[config.mk]
export PLATFORM = sky130hd
export DESIGN_NAME = sp_engine
export DESIGN_NICKNAME = d
export VERILOG_FILES = /design/src/rtl/sp_pkg.sv /design/src/rtl/sp_arc_table.sv /design/src/rtl/sp_min_scan.sv /design/src/rtl/sp_path_walk.sv /design/src/rtl/sp_engine.sv
export SDC_FILE = /design/constraint.sdc
export NUM_CORES = 2
export LEC_CHECK = 0
export ABC_AREA = 1
export BUFFER_PORTS_ARGS = -buffer_cell sky130_fd_sc_hd__buf_2
export CORE_MARGIN = 5
export CORE_UTILIZATION = 37
export CTS_BUF_LIST = sky130_fd_sc_hd__clkbuf_8 sky130_fd_sc_hd__clkbuf_16
export CTS_CLUSTER_DIAMETER = 60
export DETAILED_ROUTE_END_ITERATION = 7
export PLACE_DENSITY = 0.48
export SLEW_MARGIN = 10
export SYNTH_ARGS = -nofsm -noshare
export SYNTH_HDL_FRONTEND = slang
export SYNTH_SLANG_ARGS = --single-unit
[constraint.sdc]
create_clock -name clk_i -period 21.7 [get_ports clk_i]
set_input_delay 1.085 -clock clk_i [delete_from_list [all_inputs] [get_ports clk_i]]
set_output_delay 1.085 -clock clk_i [all_outputs]
set_load 0.02 [all_outputs]
[src/rtl/sp_pkg.sv]
package sp_pkg;
  typedef enum logic [2:0] {
    ST_RESET,
    ST_IDLE,
    ST_ADD,
    ST_SELECT,
    ST_UPDATE,
    ST_DELETE
  } sp_state_e;
endpackage

[src/rtl/sp_arc_table.sv]
module sp_arc_table #(
  parameter int  NODE_W  = 3,
  parameter int  COST_W  = 8,
  parameter int  DEPTH   = 16,
  localparam int N_NODES = 1 << NODE_W,
  localparam int ADDR_W  = $clog2(DEPTH),
  localparam int CNT_W   = $clog2(DEPTH + 1)
) (
  input  logic              clk_i,
  input  logic              rst_ni,
  input  logic              clear_i,
  input  logic              wr_i,
  input  logic              wr_new_i,
  input  logic              del_i,
  input  logic [NODE_W-1:0] from_i,
  input  logic [COST_W-1:0] cost_i,
  input  logic [NODE_W-1:0] to_i,
  input  logic [ADDR_W-1:0] rd_addr_i,
  output logic [COST_W-1:0] rd_cost_o,
  output logic [NODE_W-1:0] rd_to_o,
  input  logic [NODE_W-1:0] q_node_i,
  output logic [ADDR_W-1:0] q_start_o,
  output logic [CNT_W-1:0]  q_cnt_o
);
  logic [NODE_W-1:0] from_q [DEPTH];
  logic [COST_W-1:0] cost_q [DEPTH];
  logic [NODE_W-1:0] to_q   [DEPTH];
  logic [ADDR_W-1:0] start_q [N_NODES];
  logic [CNT_W-1:0]  cnt_q   [N_NODES];
  logic [CNT_W-1:0]  fill_q;
  logic [DEPTH-1:0]  match;
  logic              full;
  logic              hit_any;
  logic [ADDR_W-1:0] hit_idx;

  assign full = (fill_q == CNT_W'(DEPTH));

  for (genvar k = 0; k < DEPTH; k++) begin : g_match
    assign match[k] = (CNT_W'(k) < fill_q) && (from_q[k] == from_i) &&
                      (cost_q[k] == cost_i) && (to_q[k] == to_i);
  end

  // lowest matching address wins
  always_comb begin
    hit_any = 1'b0;
    hit_idx = '0;
    for (int k = DEPTH - 1; k >= 0; k--) begin
      if (match[k]) begin
        hit_any = 1'b1;
        hit_idx = ADDR_W'(k);
      end
    end
  end

  always_ff @(posedge clk_i or negedge rst_ni) begin
    if (!rst_ni) begin
      fill_q <= '0;
      for (int k = 0; k < DEPTH; k++) begin
        from_q[k] <= '0;
        cost_q[k] <= '0;
        to_q[k]   <= '0;
      end
      for (int n = 0; n < N_NODES; n++) begin
        start_q[n] <= '0;
        cnt_q[n]   <= '0;
      end
    end else if (clear_i) begin
      fill_q <= '0;
      for (int k = 0; k < DEPTH; k++) begin
        from_q[k] <= '0;
        cost_q[k] <= '0;
        to_q[k]   <= '0;
      end
      for (int n = 0; n < N_NODES; n++) begin
        start_q[n] <= '0;
        cnt_q[n]   <= '0;
      end
    end else if (del_i) begin
      if (hit_any) begin
        for (int k = 0; k < DEPTH - 1; k++) begin
          if (ADDR_W'(k) >= hit_idx) begin
            from_q[k] <= from_q[k+1];
            cost_q[k] <= cost_q[k+1];
            to_q[k]   <= to_q[k+1];
          end
        end
        fill_q        <= fill_q - CNT_W'(1);
        cnt_q[from_i] <= cnt_q[from_i] - CNT_W'(1);
        for (int n = 0; n < N_NODES; n++) begin
          if (start_q[n] > hit_idx) start_q[n] <= start_q[n] - ADDR_W'(1);
        end
      end
    end else if (wr_i && !full) begin
      from_q[fill_q[ADDR_W-1:0]] <= from_i;
      cost_q[fill_q[ADDR_W-1:0]] <= cost_i;
      to_q[fill_q[ADDR_W-1:0]]   <= to_i;
      fill_q <= fill_q + CNT_W'(1);
      if (wr_new_i) begin
        start_q[from_i] <= fill_q[ADDR_W-1:0];
        cnt_q[from_i]   <= CNT_W'(1);
      end else begin
        cnt_q[from_i] <= cnt_q[from_i] + CNT_W'(1);
      end
    end
  end

  assign rd_cost_o = cost_q[rd_addr_i];
  assign rd_to_o   = to_q[rd_addr_i];
  assign q_start_o = start_q[q_node_i];
  assign q_cnt_o   = cnt_q[q_node_i];

  // a hit shrinks the table by exactly one record
  a_r9_del_shrinks: assert property (@(posedge clk_i) disable iff (!rst_ni)
    (del_i && hit_any && !clear_i) |=> (fill_q == $past(fill_q) - CNT_W'(1)));

  // appends to a full table leave the fill level alone
  a_r10_full_holds: assert property (@(posedge clk_i) disable iff (!rst_ni)
    (wr_i && full && !del_i && !clear_i) |=> $stable(fill_q));
endmodule

[src/rtl/sp_min_scan.sv]
module sp_min_scan #(
  parameter int NODE_W  = 3,
  parameter int DIST_W  = 10,
  parameter int N_NODES = 8
) (
  input  logic [DIST_W-1:0]  dist_i [N_NODES],
  input  logic [N_NODES-1:0] done_i,
  output logic               found_o,
  output logic [NODE_W-1:0]  idx_o,
  output logic [DIST_W-1:0]  min_o
);
  localparam logic [DIST_W-1:0] INF = '1;

  // strict compare keeps the lowest index on ties; INF never beats INF
  always_comb begin
    found_o = 1'b0;
    idx_o   = '0;
    min_o   = INF;
    for (int n = 0; n < N_NODES; n++) begin
      if (!done_i[n] && (dist_i[n] < min_o)) begin
        found_o = 1'b1;
        idx_o   = NODE_W'(n);
        min_o   = dist_i[n];
      end
    end
  end
endmodule

[src/rtl/sp_path_walk.sv]
module sp_path_walk #(
  parameter int NODE_W  = 3,
  parameter int N_NODES = 8
) (
  input  logic              clk_i,
  input  logic              rst_ni,
  input  logic              start_i,
  input  logic              abort_i,
  input  logic              reach_i,
  input  logic [NODE_W-1:0] src_i,
  input  logic [NODE_W-1:0] dst_i,
  input  logic [NODE_W-1:0] pred_i [N_NODES],
  output logic              valid_o,
  output logic [NODE_W-1:0] node_o,
  output logic              last_o
);
  logic              active_q;
  logic [NODE_W-1:0] cur_q;

  always_ff @(posedge clk_i or negedge rst_ni) begin
    if (!rst_ni) begin
      active_q <= 1'b0;
      cur_q    <= '0;
    end else if (abort_i) begin
      active_q <= 1'b0;
    end else if (start_i) begin
      active_q <= reach_i;
      cur_q    <= dst_i;
    end else if (active_q) begin
      if (cur_q == src_i) active_q <= 1'b0;
      else                cur_q    <= pred_i[cur_q];
    end
  end

  assign valid_o = active_q;
  assign node_o  = cur_q;
  assign last_o  = active_q && (cur_q == src_i);

  // the source beat closes the stream
  a_r8_last_ends: assert property (@(posedge clk_i) disable iff (!rst_ni)
    last_o |=> !valid_o);
endmodule

[src/rtl/sp_engine.sv]
module sp_engine
  import sp_pkg::*;
#(
  parameter int NODE_W = 3,
  parameter int COST_W = 8,
  parameter int DIST_W = 10,
  parameter int DEPTH  = 16
) (
  input  logic              clk_i,
  input  logic              rst_ni,
  input  logic              init_i,
  input  logic              entry_valid_i,
  input  logic              new_node_i,
  input  logic              del_i,
  input  logic              eof_i,
  input  logic [NODE_W-1:0] arc_from_i,
  input  logic [COST_W-1:0] arc_cost_i,
  input  logic [NODE_W-1:0] arc_to_i,
  input  logic [NODE_W-1:0] src_i,
  input  logic [NODE_W-1:0] dst_i,
  output logic              path_avail_o,
  output logic [DIST_W-1:0] dst_dist_o,
  output logic              path_valid_o,
  output logic [NODE_W-1:0] path_node_o,
  output logic              path_last_o
);
  localparam int N_NODES = 1 << NODE_W;
  localparam int ADDR_W  = $clog2(DEPTH);
  localparam int CNT_W   = $clog2(DEPTH + 1);
  localparam int SUM_W   = DIST_W + 1;
  localparam logic [DIST_W-1:0] INF = '1;

  sp_state_e          state_q;
  logic [NODE_W-1:0]  src_q, dst_q, sel_q;
  logic [DIST_W-1:0]  sel_dist_q;
  logic [ADDR_W-1:0]  ptr_q;
  logic [CNT_W-1:0]   rem_q;
  logic               avail_q;
  logic [DIST_W-1:0]  dist_q [N_NODES];
  logic [NODE_W-1:0]  pred_q [N_NODES];
  logic [N_NODES-1:0] done_q;

  logic              cmd_ok, tbl_clear, tbl_wr, tbl_del;
  logic [COST_W-1:0] arc_cost;
  logic [NODE_W-1:0] arc_to;
  logic [ADDR_W-1:0] q_start;
  logic [CNT_W-1:0]  q_cnt;
  logic              scan_found;
  logic [NODE_W-1:0] scan_idx;
  logic [DIST_W-1:0] scan_min;
  logic [SUM_W-1:0]  sum;
  logic [DIST_W-1:0] relax_dist;
  logic              relax_we;
  logic              walk_start, walk_abort;

  assign cmd_ok    = (state_q == ST_IDLE) || (state_q == ST_ADD);
  assign tbl_clear = (state_q == ST_RESET);
  assign tbl_del   = cmd_ok && del_i;
  assign tbl_wr    = (state_q == ST_ADD) && !del_i && !eof_i && entry_valid_i;

  sp_arc_table #(.NODE_W(NODE_W), .COST_W(COST_W), .DEPTH(DEPTH)) u_table (
    .clk_i     (clk_i),
    .rst_ni    (rst_ni),
    .clear_i   (tbl_clear),
    .wr_i      (tbl_wr),
    .wr_new_i  (new_node_i),
    .del_i     (tbl_del),
    .from_i    (arc_from_i),
    .cost_i    (arc_cost_i),
    .to_i      (arc_to_i),
    .rd_addr_i (ptr_q),
    .rd_cost_o (arc_cost),
    .rd_to_o   (arc_to),
    .q_node_i  (scan_idx),
    .q_start_o (q_start),
    .q_cnt_o   (q_cnt)
  );

  sp_min_scan #(.NODE_W(NODE_W), .DIST_W(DIST_W), .N_NODES(N_NODES)) u_scan (
    .dist_i  (dist_q),
    .done_i  (done_q),
    .found_o (scan_found),
    .idx_o   (scan_idx),
    .min_o   (scan_min)
  );

  // saturating relaxation
  assign sum        = {1'b0, sel_dist_q} + SUM_W'(arc_cost);
  assign relax_dist = (sum >= {1'b0, INF}) ? INF : sum[DIST_W-1:0];
  assign relax_we   = (state_q == ST_UPDATE) && (rem_q != '0) &&
                      (relax_dist < dist_q[arc_to]);

  assign walk_start = (state_q == ST_SELECT) && !scan_found;
  assign walk_abort = (state_q == ST_IDLE) && (init_i || del_i);

  sp_path_walk #(.NODE_W(NODE_W), .N_NODES(N_NODES)) u_walk (
    .clk_i   (clk_i),
    .rst_ni  (rst_ni),
    .start_i (walk_start),
    .abort_i (walk_abort),
    .reach_i (dist_q[dst_q] != INF),
    .src_i   (src_q),
    .dst_i   (dst_q),
    .pred_i  (pred_q),
    .valid_o (path_valid_o),
    .node_o  (path_node_o),
    .last_o  (path_last_o)
  );

  always_ff @(posedge clk_i or negedge rst_ni) begin
    if (!rst_ni) begin
      state_q    <= ST_RESET;
      src_q      <= '0;
      dst_q      <= '0;
      sel_q      <= '0;
      sel_dist_q <= '0;
      ptr_q      <= '0;
      rem_q      <= '0;
      avail_q    <= 1'b0;
      done_q     <= '0;
      for (int n = 0; n < N_NODES; n++) begin
        dist_q[n] <= INF;
        pred_q[n] <= '0;
      end
    end else begin
      unique case (state_q)
        ST_RESET: begin
          avail_q <= 1'b0;
          done_q  <= '0;
          for (int n = 0; n < N_NODES; n++) begin
            dist_q[n] <= INF;
            pred_q[n] <= '0;
          end
          state_q <= ST_IDLE;
        end
        ST_IDLE: begin
          if (del_i) begin
            avail_q <= 1'b0;
            state_q <= ST_DELETE;
          end else if (init_i) begin
            avail_q <= 1'b0;
            state_q <= ST_ADD;
          end
        end
        ST_ADD: begin
          if (del_i) begin
            state_q <= ST_DELETE;
          end else if (eof_i) begin
            src_q  <= src_i;
            dst_q  <= dst_i;
            done_q <= '0;
            for (int n = 0; n < N_NODES; n++) begin
              dist_q[n] <= INF;
              pred_q[n] <= '0;
            end
            dist_q[src_i] <= '0;
            state_q       <= ST_SELECT;
          end
        end
        ST_DELETE: begin
          if (!del_i) state_q <= ST_IDLE;
        end
        ST_SELECT: begin
          if (scan_found) begin
            sel_q            <= scan_idx;
            sel_dist_q       <= scan_min;
            done_q[scan_idx] <= 1'b1;
            ptr_q            <= q_start;
            rem_q            <= q_cnt;
            state_q          <= ST_UPDATE;
          end else begin
            avail_q <= 1'b1;
            state_q <= ST_IDLE;
          end
        end
        ST_UPDATE: begin
          if (rem_q == '0) begin
            state_q <= ST_SELECT;
          end else begin
            if (relax_we) begin
              dist_q[arc_to] <= relax_dist;
              pred_q[arc_to] <= sel_q;
            end
            ptr_q <= ptr_q + ADDR_W'(1);
            rem_q <= rem_q - CNT_W'(1);
          end
        end
        default: state_q <= ST_RESET;
      endcase
    end
  end

  assign path_avail_o = avail_q;
  assign dst_dist_o   = dist_q[dst_q];

  // a result only appears at the end of a selection pass
  a_r7_avail_from_select: assert property (@(posedge clk_i) disable iff (!rst_ni)
    $rose(avail_q) |-> ($past(state_q) == ST_SELECT));

  // the source label stays zero throughout the computation
  a_r3_src_zero: assert property (@(posedge clk_i) disable iff (!rst_ni)
    ((state_q == ST_SELECT) || (state_q == ST_UPDATE)) |-> (dist_q[src_q] == '0));

  // the scan only offers unprocessed, reachable nodes
  a_r4_scan_pick: assert property (@(posedge clk_i) disable iff (!rst_ni)
    ((state_q == ST_SELECT) && scan_found) |-> (!done_q[scan_idx] && (dist_q[scan_idx] != INF)));

  // a processed node keeps its label while its arcs are walked
  a_r4_sel_settled: assert property (@(posedge clk_i) disable iff (!rst_ni)
    (state_q == ST_UPDATE) |-> (done_q[sel_q] && (dist_q[sel_q] == sel_dist_q)));
endmodule

==> metrics.md <==
| Metric | Value |
|---|---|
| Non-filler instance count after layout | `5733` |
| Worst Tran Pin Value | `1.226 ns` |
| Met1 Use GR | `41.14%` |
| Async set or reset register ratio after synthesis | `100.0%` |
| Setup violations, final | `0` |
| Sequential cell area fraction in the yosys report | `34.17%` |
| Violations in the final reports | `DRC` |
| EDFF count, synth | `0` |
| Drt pass-1 iters | `8` |
| Antenna violations before repair | `1` |
| Number of filler instances in the final layout | `9316` |
| Root buffer cell | `sky130_fd_sc_hd__clkbuf_16` |
| Remaining DRCs | `1` |
| Maximum number of buffers from clock root to sink | `3` |
| Required time of the critical path | `22.20 ns` |
| Die span in x | `309.4 um` |
| Worst Skew | `0.02497 ns` |
| Minimum clock period after layout | `13.35 ns` |
| Total number of H-tree levels | `3` |
| Antenna Nets Post-Route | `0` |
| Class of the most critical hold timing path | `reg2reg` |
| Pin count of the biggest net entering global routing | `183` |
| Clock tree from TritonCTS | `built` |
| Total Routed Length | `148800 um` |
| Fraction of layout instances using a drive strength above 1 | `8.144%` |
| Total core area | `0.08865 mm^2` |
| Number of cells in the design after placement | `5611` |
| Total Nets Final | `4667` |
| Global-route met3 utilization | `4.478%` |
| Highest fanout seen on the critical path | `44` |
| Via total after detailed routing | `34420` |
| Detailed placement HPWL | `105300 um` |
| Number of top-level design ports | `43` |
| TritonCTS Buffers | `68` |
| GRT Max-Usage Layer | `met2` |
| Clock latency on the worst-skew pair | `0.62 ns` |
| F_max | `0.07489 GHz` |
| Critical Path Sink Type | `flip-flop` |
| Remaining Overflow, GRT | `0` |
| Post-synthesis cell type count | `59` |
| Most frequently used flop master after synthesis | `sky130_fd_sc_hd__dfrtp_1` |
| Die area | `0.09574 mm^2` |
| Count of antenna diodes in the layout | `0` |
| Detailed-route vias per instance | `6.004` |
| Leading cell type in the layout, fill and taps excluded | `sky130_fd_sc_hd__nand2_1` |
| Unrepaired setup endpoints after global routing | `false` |
| Result of the run | `complete, but fails checks` |
| Initial standard-cell utilization of the core | `37.42%` |
| Relative max-transition margin | `18.25%` |
| Cts repair resizes | `0` |
| Most numerous cell on the critical path | `sky130_fd_sc_hd__nand2_1` |
| CTS Hold Bufs | `0` |
| Delay of the slowest cell on the worst path | `0.83 ns` |
| Setup_tns | `0 ns` |
| Combined global-route utilization of all metal layers | `30.31%` |
| Average instance area after synthesis | `7.210 um^2` |
| Via count of the first global-routing pass | `33330` |
| Post-route fraction of the period consumed by the critical path | `61.54%` |
| Total nets after synthesis | `4752` |
| Rows | `109` |
| Sort of element at the start of the critical path | `flip-flop` |
| Port Buffers | `42` |
| Synth Cell Area | `0.03317 mm^2` |
| Clock transition time at the flip-flop clock pins of the worst setup and hold paths | `0.06 ns` |
| Data arrival at the endpoint of the critical path | `13.85 ns` |
| Area Overhead vs Synth | `10.75%` |
| Slowest cell on the critical path | `sky130_fd_sc_hd__a2111oi_0` |
| Most used cells in the layout excluding fill and tap cells | `sky130_fd_sc_hd__nand2_1 (828), sky130_fd_sc_hd__inv_1 (591), sky130_fd_sc_hd__o21ai_0 (572), sky130_fd_sc_hd__dfrtp_1 (367), sky130_fd_sc_hd__a21oi_1 (302)` |
| Height of the chip | `309.4 um` |
| Wire length of the first global-routing pass | `220400 um` |
| Final Max Slew Viols | `0` |
| Met2 track demand over resource in global routing | `48.10%` |
| Warning count from the yosys run | `0` |
| Clock sink count | `449` |
| Number of flip-flops and latches in the synthesized netlist | `449` |
| Routed WL per cell | `25.96 um` |
| Gpl congestion | `0.9724` |
| Iteration-0 DRC count of the detailed router | `3570` |
| Crit Path Category | `reg2reg` |
| Gate count after technology mapping | `4601` |
| Total setup buffers inserted after CTS | `0` |
| Max-cap violations | `0` |
| Hold Violations, Final | `0` |
## flip-flops by register name (all words and copies together), names as in the netlist, 3 cells and up
signal / cells
u_table.to_q: 48
u_table.from_q: 48
done_q: 8
u_table.cnt_q: 40
src_q: 3
u_table.cost_q: 128
rem_q: 5
state_q: 3
u_walk.node_o: 3
sel_dist_q: 10
dst_q: 3
ptr_q: 4
u_table.fill_q: 5
pred_q: 24
dist_q: 80
u_table.start_q: 32
sel_q: 3
## worst paths after layout
| check | from | endpoint | slack [ns] | depth (start not counted) |
|---|---|---|---|---|
| min in group asynchronous | rst_ni | u_table.from_q[6] | 0.51 | 1 |
| hold reg to reg | u_table.cnt_q[9] | u_table.cnt_q[9] | 0.49 | 2 |
| max in group asynchronous | rst_ni | ptr_q[0] | 19.69 | 2 |
| setup / recovery | dist_q[70] | rem_q[0] | 8.35 | 77 |
| hold / removal | u_table.cnt_q[9] | u_table.cnt_q[9] | 0.49 | 2 |
| setup reg to reg | dist_q[70] | rem_q[0] | 8.35 | 77 |
## Yosys cell counts (all sizes together), types with 4 or more instances
library cell,count,share of area [%]
dfstp,80,6.3
nor2,238,2.8
nand4,71,1.3
xnor2,51,1.3
ha,123,4.6
o21bai,13,0.29
a32oi,37,0.98
nand3,200,3.1
a211oi,15,0.34
nor3,60,0.92
nand2,851,9.9
a22oi,8,0.18
nor3b,5,0.11
inv,590,6.7
a32o,7,0.21
o22ai,215,4.1
a2111oi,7,0.18
o21ai,603,9.1
a21oi,307,4.7
clkbuf,226,2.6
o211ai,21,0.48
xor2,143,3.8
clkinv,20,0.23
dfrtp,369,28
a21o,5,0.11
a31oi,28,0.53
o32ai,127,3.4
o2111ai,16,0.42
nor4,61,1.2
buf,38,0.61
a221oi,31,0.82
nand3b,4,0.091
o221ai,7,0.18
## critical path: cells and delay by family, from the launching register on
| family | cells | cell delay (ns) |
|---|---|---|
| AND/OR/NAND/NOR | 49 | 6.33 |
| AO/OA/AOI/OAI | 14 | 3.34 |
| buffers and inverters | 7 | 0.77 |
| flip-flops | 1 | 0.59 |
| adder cells (fa/ha/maj) | 7 | 2.16 |
## cells by family after synthesis
family,count (synthesis),synth area share [%]
simple gates,1503,19.74
buf+inv,874,10.07
fa+ha+maj,124,4.700
flops,449,34.17
compound gates,1455,26.13
xor+xnor,194,5.122
mux,2,0.06789
## metal layers
metal	share of wire (%)	up-vias
met1	43	16660
met5	0	-
met3	6.8	374
met4	5.4	0
met2	45	1518
li1	-	15870
## final cells by class
cell class,count,area (um^2),share of cell area (%)
sequential,449,11340,30.86
multi-input combinational,3278,18590,50.61
inverter,610,2292,6.239
timing repair buffer,109,760.7,2.071
clock buffer,85,1969,5.360
tap,1165,1458,3.968
clock inverter,37,326.6,0.8889
## through the flow
step | area, um^2 | hold slack [ns] | worst slack (ns) | utilization [%]
after floorplan | 33170 | 0.4497 | 9.709 | -
after global placement | 34440 | 0.4745 | 8.705 | 38.85
after detailed placement | 34440 | 0.4768 | 8.454 | 38.85
after CTS | 36740 | 0.4902 | 8.411 | 41.44
after global routing | 36740 | 0.5082 | 7.001 | 41.44
final | 36740 | 0.4927 | 8.347 | 41.44
Power is not shown: default switching activity piles up to over one toggle a cycle in this logic, so the estimate is an artifact.
